File: config.mk
export PLATFORM = sky130hd
export DESIGN_NAME = modem_ctrl_stat
export DESIGN_NICKNAME = d
export VERILOG_FILES = /design/src/rtl/mdm_pkg.sv /design/src/rtl/mdm_sync.sv /design/src/rtl/mdm_delta.sv /design/src/rtl/modem_ctrl_stat.sv
export SDC_FILE = /design/constraint.sdc
export NUM_CORES = 1
export LEC_CHECK = 0
export BUFFER_PORTS_ARGS = -buffer_cell sky130_fd_sc_hd__buf_2
export CORE_UTILIZATION = 43
export CTS_CLUSTER_SIZE = 25
export DETAILED_ROUTE_END_ITERATION = 8
export PLACE_DENSITY = 0.87
export SYNTH_ARGS = -nofsm -noshare
export SYNTH_HDL_FRONTEND = slang
export SYNTH_HIERARCHICAL = 1
export SYNTH_SLANG_ARGS = --single-unit
export TNS_END_PERCENT = 50
File: constraint.sdc
create_clock -name clk_i -period 1.65 [get_ports clk_i]
set_clock_uncertainty 0.15 [all_clocks]
set_input_delay 0 -clock clk_i [delete_from_list [all_inputs] [get_ports clk_i]]
set_output_delay 0 -clock clk_i [all_outputs]
set_load 0.005 [all_outputs]
File: src/rtl/mdm_pkg.sv
package mdm_pkg;
  localparam int unsigned NLINES = 4;
  localparam int unsigned L_CTS  = 0;
  localparam int unsigned L_DSR  = 1;
  localparam int unsigned L_RI   = 2;
  localparam int unsigned L_CD   = 3;

  typedef logic [NLINES-1:0] lines_t;

  typedef struct packed {
    logic [2:0] rsvd;
    logic       loop;
    logic       irq_en;
    logic       aux;
    logic       rts;
    logic       dtr;
  } ctl_t;
endpackage

File: src/rtl/mdm_sync.sv
module mdm_sync #(
  parameter int unsigned WIDTH   = 4,
  parameter int unsigned STAGES  = 2,
  parameter logic        RST_VAL = 1'b1
) (
  input  logic             clk_i,
  input  logic             rst_ni,
  input  logic [WIDTH-1:0] d_i,
  output logic [WIDTH-1:0] q_o
);
  logic [WIDTH-1:0] stg [STAGES];

  for (genvar s = 0; s < STAGES; s++) begin : g_stg
    logic [WIDTH-1:0] src;
    if (s == 0) begin : g_first
      assign src = d_i;
    end else begin : g_next
      assign src = stg[s-1];
    end
    always_ff @(posedge clk_i or negedge rst_ni) begin
      if (!rst_ni) stg[s] <= {WIDTH{RST_VAL}};
      else         stg[s] <= src;
    end
  end

  assign q_o = stg[STAGES-1];
endmodule

File: src/rtl/mdm_delta.sv
module mdm_delta #(
  parameter int unsigned     WIDTH     = 4,
  parameter logic [WIDTH-1:0] FALL_ONLY = 4'b0100
) (
  input  logic             clk_i,
  input  logic             rst_ni,
  input  logic [WIDTH-1:0] lvl_i,
  input  logic             clr_i,
  output logic [WIDTH-1:0] delta_o
);
  logic [WIDTH-1:0] lvl_q, delta_q, chg;

  for (genvar i = 0; i < WIDTH; i++) begin : g_bit
    if (FALL_ONLY[i]) begin : g_fall
      assign chg[i] = lvl_q[i] & ~lvl_i[i];

      assert_ri_dir_R8: assert property (@(posedge clk_i) disable iff (!rst_ni)
        $rose(delta_q[i]) |-> ($past(lvl_i[i], 2) && !$past(lvl_i[i])));
    end else begin : g_any
      assign chg[i] = lvl_q[i] ^ lvl_i[i];

      assert_edge_R7: assert property (@(posedge clk_i) disable iff (!rst_ni)
        (lvl_i[i] != $past(lvl_i[i])) |=> delta_q[i]);
    end

    assert_hold_R9: assert property (@(posedge clk_i) disable iff (!rst_ni)
      (delta_q[i] && !clr_i) |=> delta_q[i]);
  end

  // change in the read cycle wins over the clear
  always_ff @(posedge clk_i or negedge rst_ni) begin
    if (!rst_ni) begin
      lvl_q   <= '0;
      delta_q <= '0;
    end else begin
      lvl_q   <= lvl_i;
      delta_q <= (delta_q & ~{WIDTH{clr_i}}) | chg;
    end
  end

  assign delta_o = delta_q;
endmodule

File: src/rtl/modem_ctrl_stat.sv
module modem_ctrl_stat
  import mdm_pkg::*;
#(
  parameter int unsigned SYNC_STAGES = 2
) (
  input  logic       clk_i,
  input  logic       rst_ni,
  input  logic       ctl_we_i,
  input  logic [7:0] ctl_wdata_i,
  input  logic       stat_re_i,
  output logic [7:0] ctl_rdata_o,
  output logic [7:0] stat_rdata_o,
  input  logic       cts_ni,
  input  logic       dsr_ni,
  input  logic       ri_ni,
  input  logic       cd_ni,
  output logic       dtr_no,
  output logic       rts_no,
  output logic       loop_o,
  output logic       irq_oe_o,
  output logic       msi_req_o
);
  localparam logic [NLINES-1:0] RI_MASK = lines_t'(1) << L_RI;

  ctl_t   ctl_q;
  lines_t ext_sync, loop_lvl, lvl, delta;

  always_ff @(posedge clk_i or negedge rst_ni) begin
    if (!rst_ni)       ctl_q <= '0;
    else if (ctl_we_i) ctl_q <= ctl_t'({3'b000, ctl_wdata_i[4:0]});
  end

  mdm_sync #(
    .WIDTH  (NLINES),
    .STAGES (SYNC_STAGES),
    .RST_VAL(1'b1)
  ) u_sync (
    .clk_i (clk_i),
    .rst_ni(rst_ni),
    .d_i   ({cd_ni, ri_ni, dsr_ni, cts_ni}),
    .q_o   (ext_sync)
  );

  always_comb begin
    loop_lvl        = '0;
    loop_lvl[L_CTS] = ctl_q.rts;
    loop_lvl[L_DSR] = ctl_q.dtr;
    loop_lvl[L_RI]  = ctl_q.aux;
    loop_lvl[L_CD]  = ctl_q.irq_en;
  end

  assign lvl = ctl_q.loop ? loop_lvl : ~ext_sync;

  mdm_delta #(
    .WIDTH    (NLINES),
    .FALL_ONLY(RI_MASK)
  ) u_delta (
    .clk_i  (clk_i),
    .rst_ni (rst_ni),
    .lvl_i  (lvl),
    .clr_i  (stat_re_i),
    .delta_o(delta)
  );

  assign ctl_rdata_o  = ctl_q;
  assign stat_rdata_o = {lvl, delta};
  assign dtr_no       = ctl_q.loop | ~ctl_q.dtr;
  assign rts_no       = ctl_q.loop | ~ctl_q.rts;
  assign loop_o       = ctl_q.loop;
  assign irq_oe_o     = ctl_q.irq_en;
  assign msi_req_o    = |delta;

  assert_loop_quiet_R3: assert property (@(posedge clk_i) disable iff (!rst_ni)
    loop_o |-> (dtr_no && rts_no));

  assert_rd_clear_R9: assert property (@(posedge clk_i) disable iff (!rst_ni)
    (stat_re_i && $stable(stat_rdata_o[7:4])) |=> (stat_rdata_o[3:0] == 4'h0));

  assert_req_R10: assert property (@(posedge clk_i) disable iff (!rst_ni)
    $rose(msi_req_o) |-> (stat_rdata_o[3:0] != 4'h0));
endmodule

==> summary.md <==
## Status
* finished clean — outcome

## Logic synthesis
* sky130_fd_sc_hd__dfrtp_1 — Synth area leader
* 21 — register bit total from synthesis
* 70.5% — Seq/Total Area, Yosys
* 4.61% — area fraction in and, or, nand and nor cells after synthesis
* 56 — number of instances in the synthesized netlist
* buffers and inverters — combinational family with the most area after synthesis
* 5.44% — compound-cell area share of the yosys netlist
* sky130_fd_sc_hd__dfrtp_1 (43%), sky130_fd_sc_hd__dfstp_2 (28%), sky130_fd_sc_hd__mux2_2 (7.4%) — Synth area leaders
* 100% — Synth async-reset ratio
* 42.8% — post-synth top area share
* 0 — number of flops mapped to enable cells by yosys
* 6 — yosys warns
* 759 µm² — synthesized area
* sky130_fd_sc_hd__dfrtp_1 — most instantiated library cell after synthesis
* sky130_fd_sc_hd__dfrtp_1 (13), sky130_fd_sc_hd__dfstp_2 (8), sky130_fd_sc_hd__buf_4 (5), sky130_fd_sc_hd__inv_1 (5), sky130_fd_sc_hd__mux2_2 (5) — leading cell types by count after synthesis
* 13.6 µm² — Mean Syn Cell Area
* 14 — synth unique cells
* 3.46% — Post-Synth XOR/XNOR Area
* 0% — Synth Area in Adders
* sky130_fd_sc_hd__dfrtp_1 — Primary FF master, synth
* 7.41% — proportion of synthesized area in mux cells

## Placed design
* 0.679 — RePlAce Congestion
* 897 µm — DPL Wire Length
* 895 µm² — Placed Area
* 30 — number of buffers inserted by port buffering

## Power and ir drop
* 982 nW/µm² — P per Cell Area
* 0.522 nW — P_leak
* 0.629 mV — worst-case vdd ir drop

## STA
* 0 — endpoints failing hold
* 1580 ps — fin crit period
* 632 MHz — Max Clk Rate
* 0 ps — Post-Route Setup TNS
* 95.9% — Final Cycle Share
* no — unrepaired setup endpoints after global routing
* 0 — pins over their slew limit
* 0 — final setup vio count

## Worst setup path
* 1690 ps — worst endpoint required time
* loop_o — worst reg2reg path startpoint
* 550 ps — Worst path max stage delay
* 70 ps — r2r setup slk
* register — Worst setup EP type
* 1630 ps — Arrival @ worst endpoint
* register — Worst Setup Start Kind
* sky130_fd_sc_hd__dlygate4sd3_1 — worst-path cell with the longest stage delay
* mux2_2, dlygate4sd3_1 — CP cell instances
* 2 — Worst Reg-to-Reg Cells
* 13 — worst-path fanout max
* loop_o — terminus of the critical flop-to-flop path
* loop_o — launch point of the critical path
* loop_o — destination of the critical timing path
* register to register — type of the worst setup path

## Drt
* 0 — remaining design rule violation count
* 11.4 µm — WL/cell
* 6 — detailed-routing iteration count for the pre-antenna-repair pass
* 1.35 mm — wirelength, routed
* 8 — number of DRC markers after the initial detailed-route iteration
* 0 — number of nets with antenna violations after detailed routing
* 4.62 — vias per cell
* 545 — DR vias

## Floorplanning
* 1940 µm² — DIE AREA
* 37 — I/O Pins
* 44.0 µm — horizontal die dimension
* 48.2% — starting density of the core
* 14 — Cell Rows
* 44.0 µm — die extent in y
* 1580 µm² — area of the core

## Layout
* 47.1% — fraction of final layout cells with drive strength greater than 1
* 0 — number of antenna repair diodes
* 68.7% — final cell utilization of the core
* 118 — number of fillers in the final layout
* 42.7% — Area Growth Syn to Fin
* 170 µm² — footprint of the multi-input gates
* 119 — fin nets
* 1080 µm² — area of all placed cells without fillers
* 537 µm² — FF+latch area

## Run
* 0 — number of max-cap violations

## Worst hold path
* input pin to asynchronous set/reset pin — Worst Hold Class

## Clocking
* 300 ps — clock network latency to the later pin of the worst-skew pair
* yes — clock tree from TritonCTS
* 3 — Inserted Clock Buffers
* 2 — clock buffer depth
* 110 ps — Clock Pin Slew Worst Setup and Hold Paths
* sky130_fd_sc_hd__clkbuf_4 — cell at the root of the clock tree
* 1 — Clock H-tree levels
* 21 — clock sink count

## Global routing
* 573 — via count of the first global-routing pass
* 16.5% — Tot GR Track Use
* 22 — maximum number of pins on one net before global-route repair
* 0 — number of antenna violations at the first check in global routing
* 2.30 mm — wire length of the first global-routing pass
* 0 — Remaining Overflow, GRT

## how the worst min path moves through the flow
stage                endpoint  slack (ps)  cells after the start
2_1_floorplan  ctl_rdata_o[0]        -450                      0
3_3_place_gp   ctl_rdata_o[2]        -190                      1
3_5_place_dp   ctl_rdata_o[2]        -180                      1
4_1_cts        ctl_rdata_o[2]          20                      2
5_1_grt        ctl_rdata_o[2]          40                      2
6_report       ctl_rdata_o[2]          30                      2
## flip-flops by register name, indices dropped and copies added, names as in the netlist
signal            cells
u_sync/g_stg.src      4
irq_oe_o              1
ctl_rdata_o           3
u_delta/lvl_q         4
loop_o                1
u_sync/q_o            4
u_delta/delta_o       4
## timing repair
item                                    4_1_cts  5_1_grt
setup buffers                                 0        0
hold buffers                                 16        0
endpoints found under the setup margin        0        2
resized for setup                             0        1
hold endpoints to repair                     34        0
## power breakdown
group / internal, mW / switching [mW]
Combinational: 0.121 / 0.0846
Sequential: 0.581 / 0.0387
Clock: 0.0903 / 0.148
Total: 0.793 / 0.272
## stage by stage
step | setup WS, ps | cells | hold WS (ps) | total power, mW
after global routing | 38.1 | 118 | 41.7 | 1.14
after global placement | 315 | 98 | -195 | 0.790
final | 67.1 | 118 | 30.7 | 1.06
after floorplan | 267 | 58 | -446 | 0.714
after detailed placement | 279 | 98 | -180 | 0.800
after CTS | 40.3 | 118 | 16.0 | 1.07
## cell usage in the layout (no fill, tap or decap)
cell type / count
sky130_fd_sc_hd__o22ai_1: 1
sky130_fd_sc_hd__conb_1: 3
sky130_fd_sc_hd__dfstp_2: 8
sky130_fd_sc_hd__inv_1: 5
sky130_fd_sc_hd__o21ai_0: 4
sky130_fd_sc_hd__o21ai_1: 3
sky130_fd_sc_hd__nand2b_1: 2
sky130_fd_sc_hd__nand2_1: 4
sky130_fd_sc_hd__xnor2_1: 3
sky130_fd_sc_hd__clkbuf_4: 3
sky130_fd_sc_hd__or4_1: 1
sky130_fd_sc_hd__dfrtp_1: 12
sky130_fd_sc_hd__clkinv_2: 1
sky130_fd_sc_hd__buf_2: 30
sky130_fd_sc_hd__dlygate4sd3_1: 16
sky130_fd_sc_hd__dfrtp_2: 1
sky130_fd_sc_hd__mux2_2: 5
## layer usage
| metal | share of wire (%) | up-vias | GRT usage [%] | routed length [µm] |
|---|---|---|---|---|
| met5 | 0 | - | 0 | 0 |
| met4 | 0 | 0 | 5.45 | 0 |
| met3 | 5.6 | 0 | 4.08 | 75 |
| met2 | 52 | 25 | 31.5 | 707 |
| met1 | 42 | 256 | 17.5 | 564 |
| li1 | - | 264 | - | - |
## cell families (layout without fill, tap and decap cells)
logic type             Yosys count  in the layout
AO/OA/AOI/OAI                    8              8
XOR/XNOR                         3              3
buffers and inverters           11             55
flip-flops                      21             21
multiplexers                     5              5
other                            1              3
AND/OR/NAND/NOR                  7              7
## layout make-up
class / instances / area share, %
sequential: 21 / 49.5
timing repair buffer: 46 / 28.6
multi-input combinational: 26 / 15.7
clock buffer: 3 / 2.08
tap: 16 / 1.85
inverter: 5 / 1.73
clock inverter: 1 / 0.462
## worst max-delay path: cells and delay by family (launching register included)
kind                   cells  cell delay, ps
flip-flops                 1             500
buffers and inverters      1             550
multiplexers               1             280
Power figures use the tool's default switching activity.
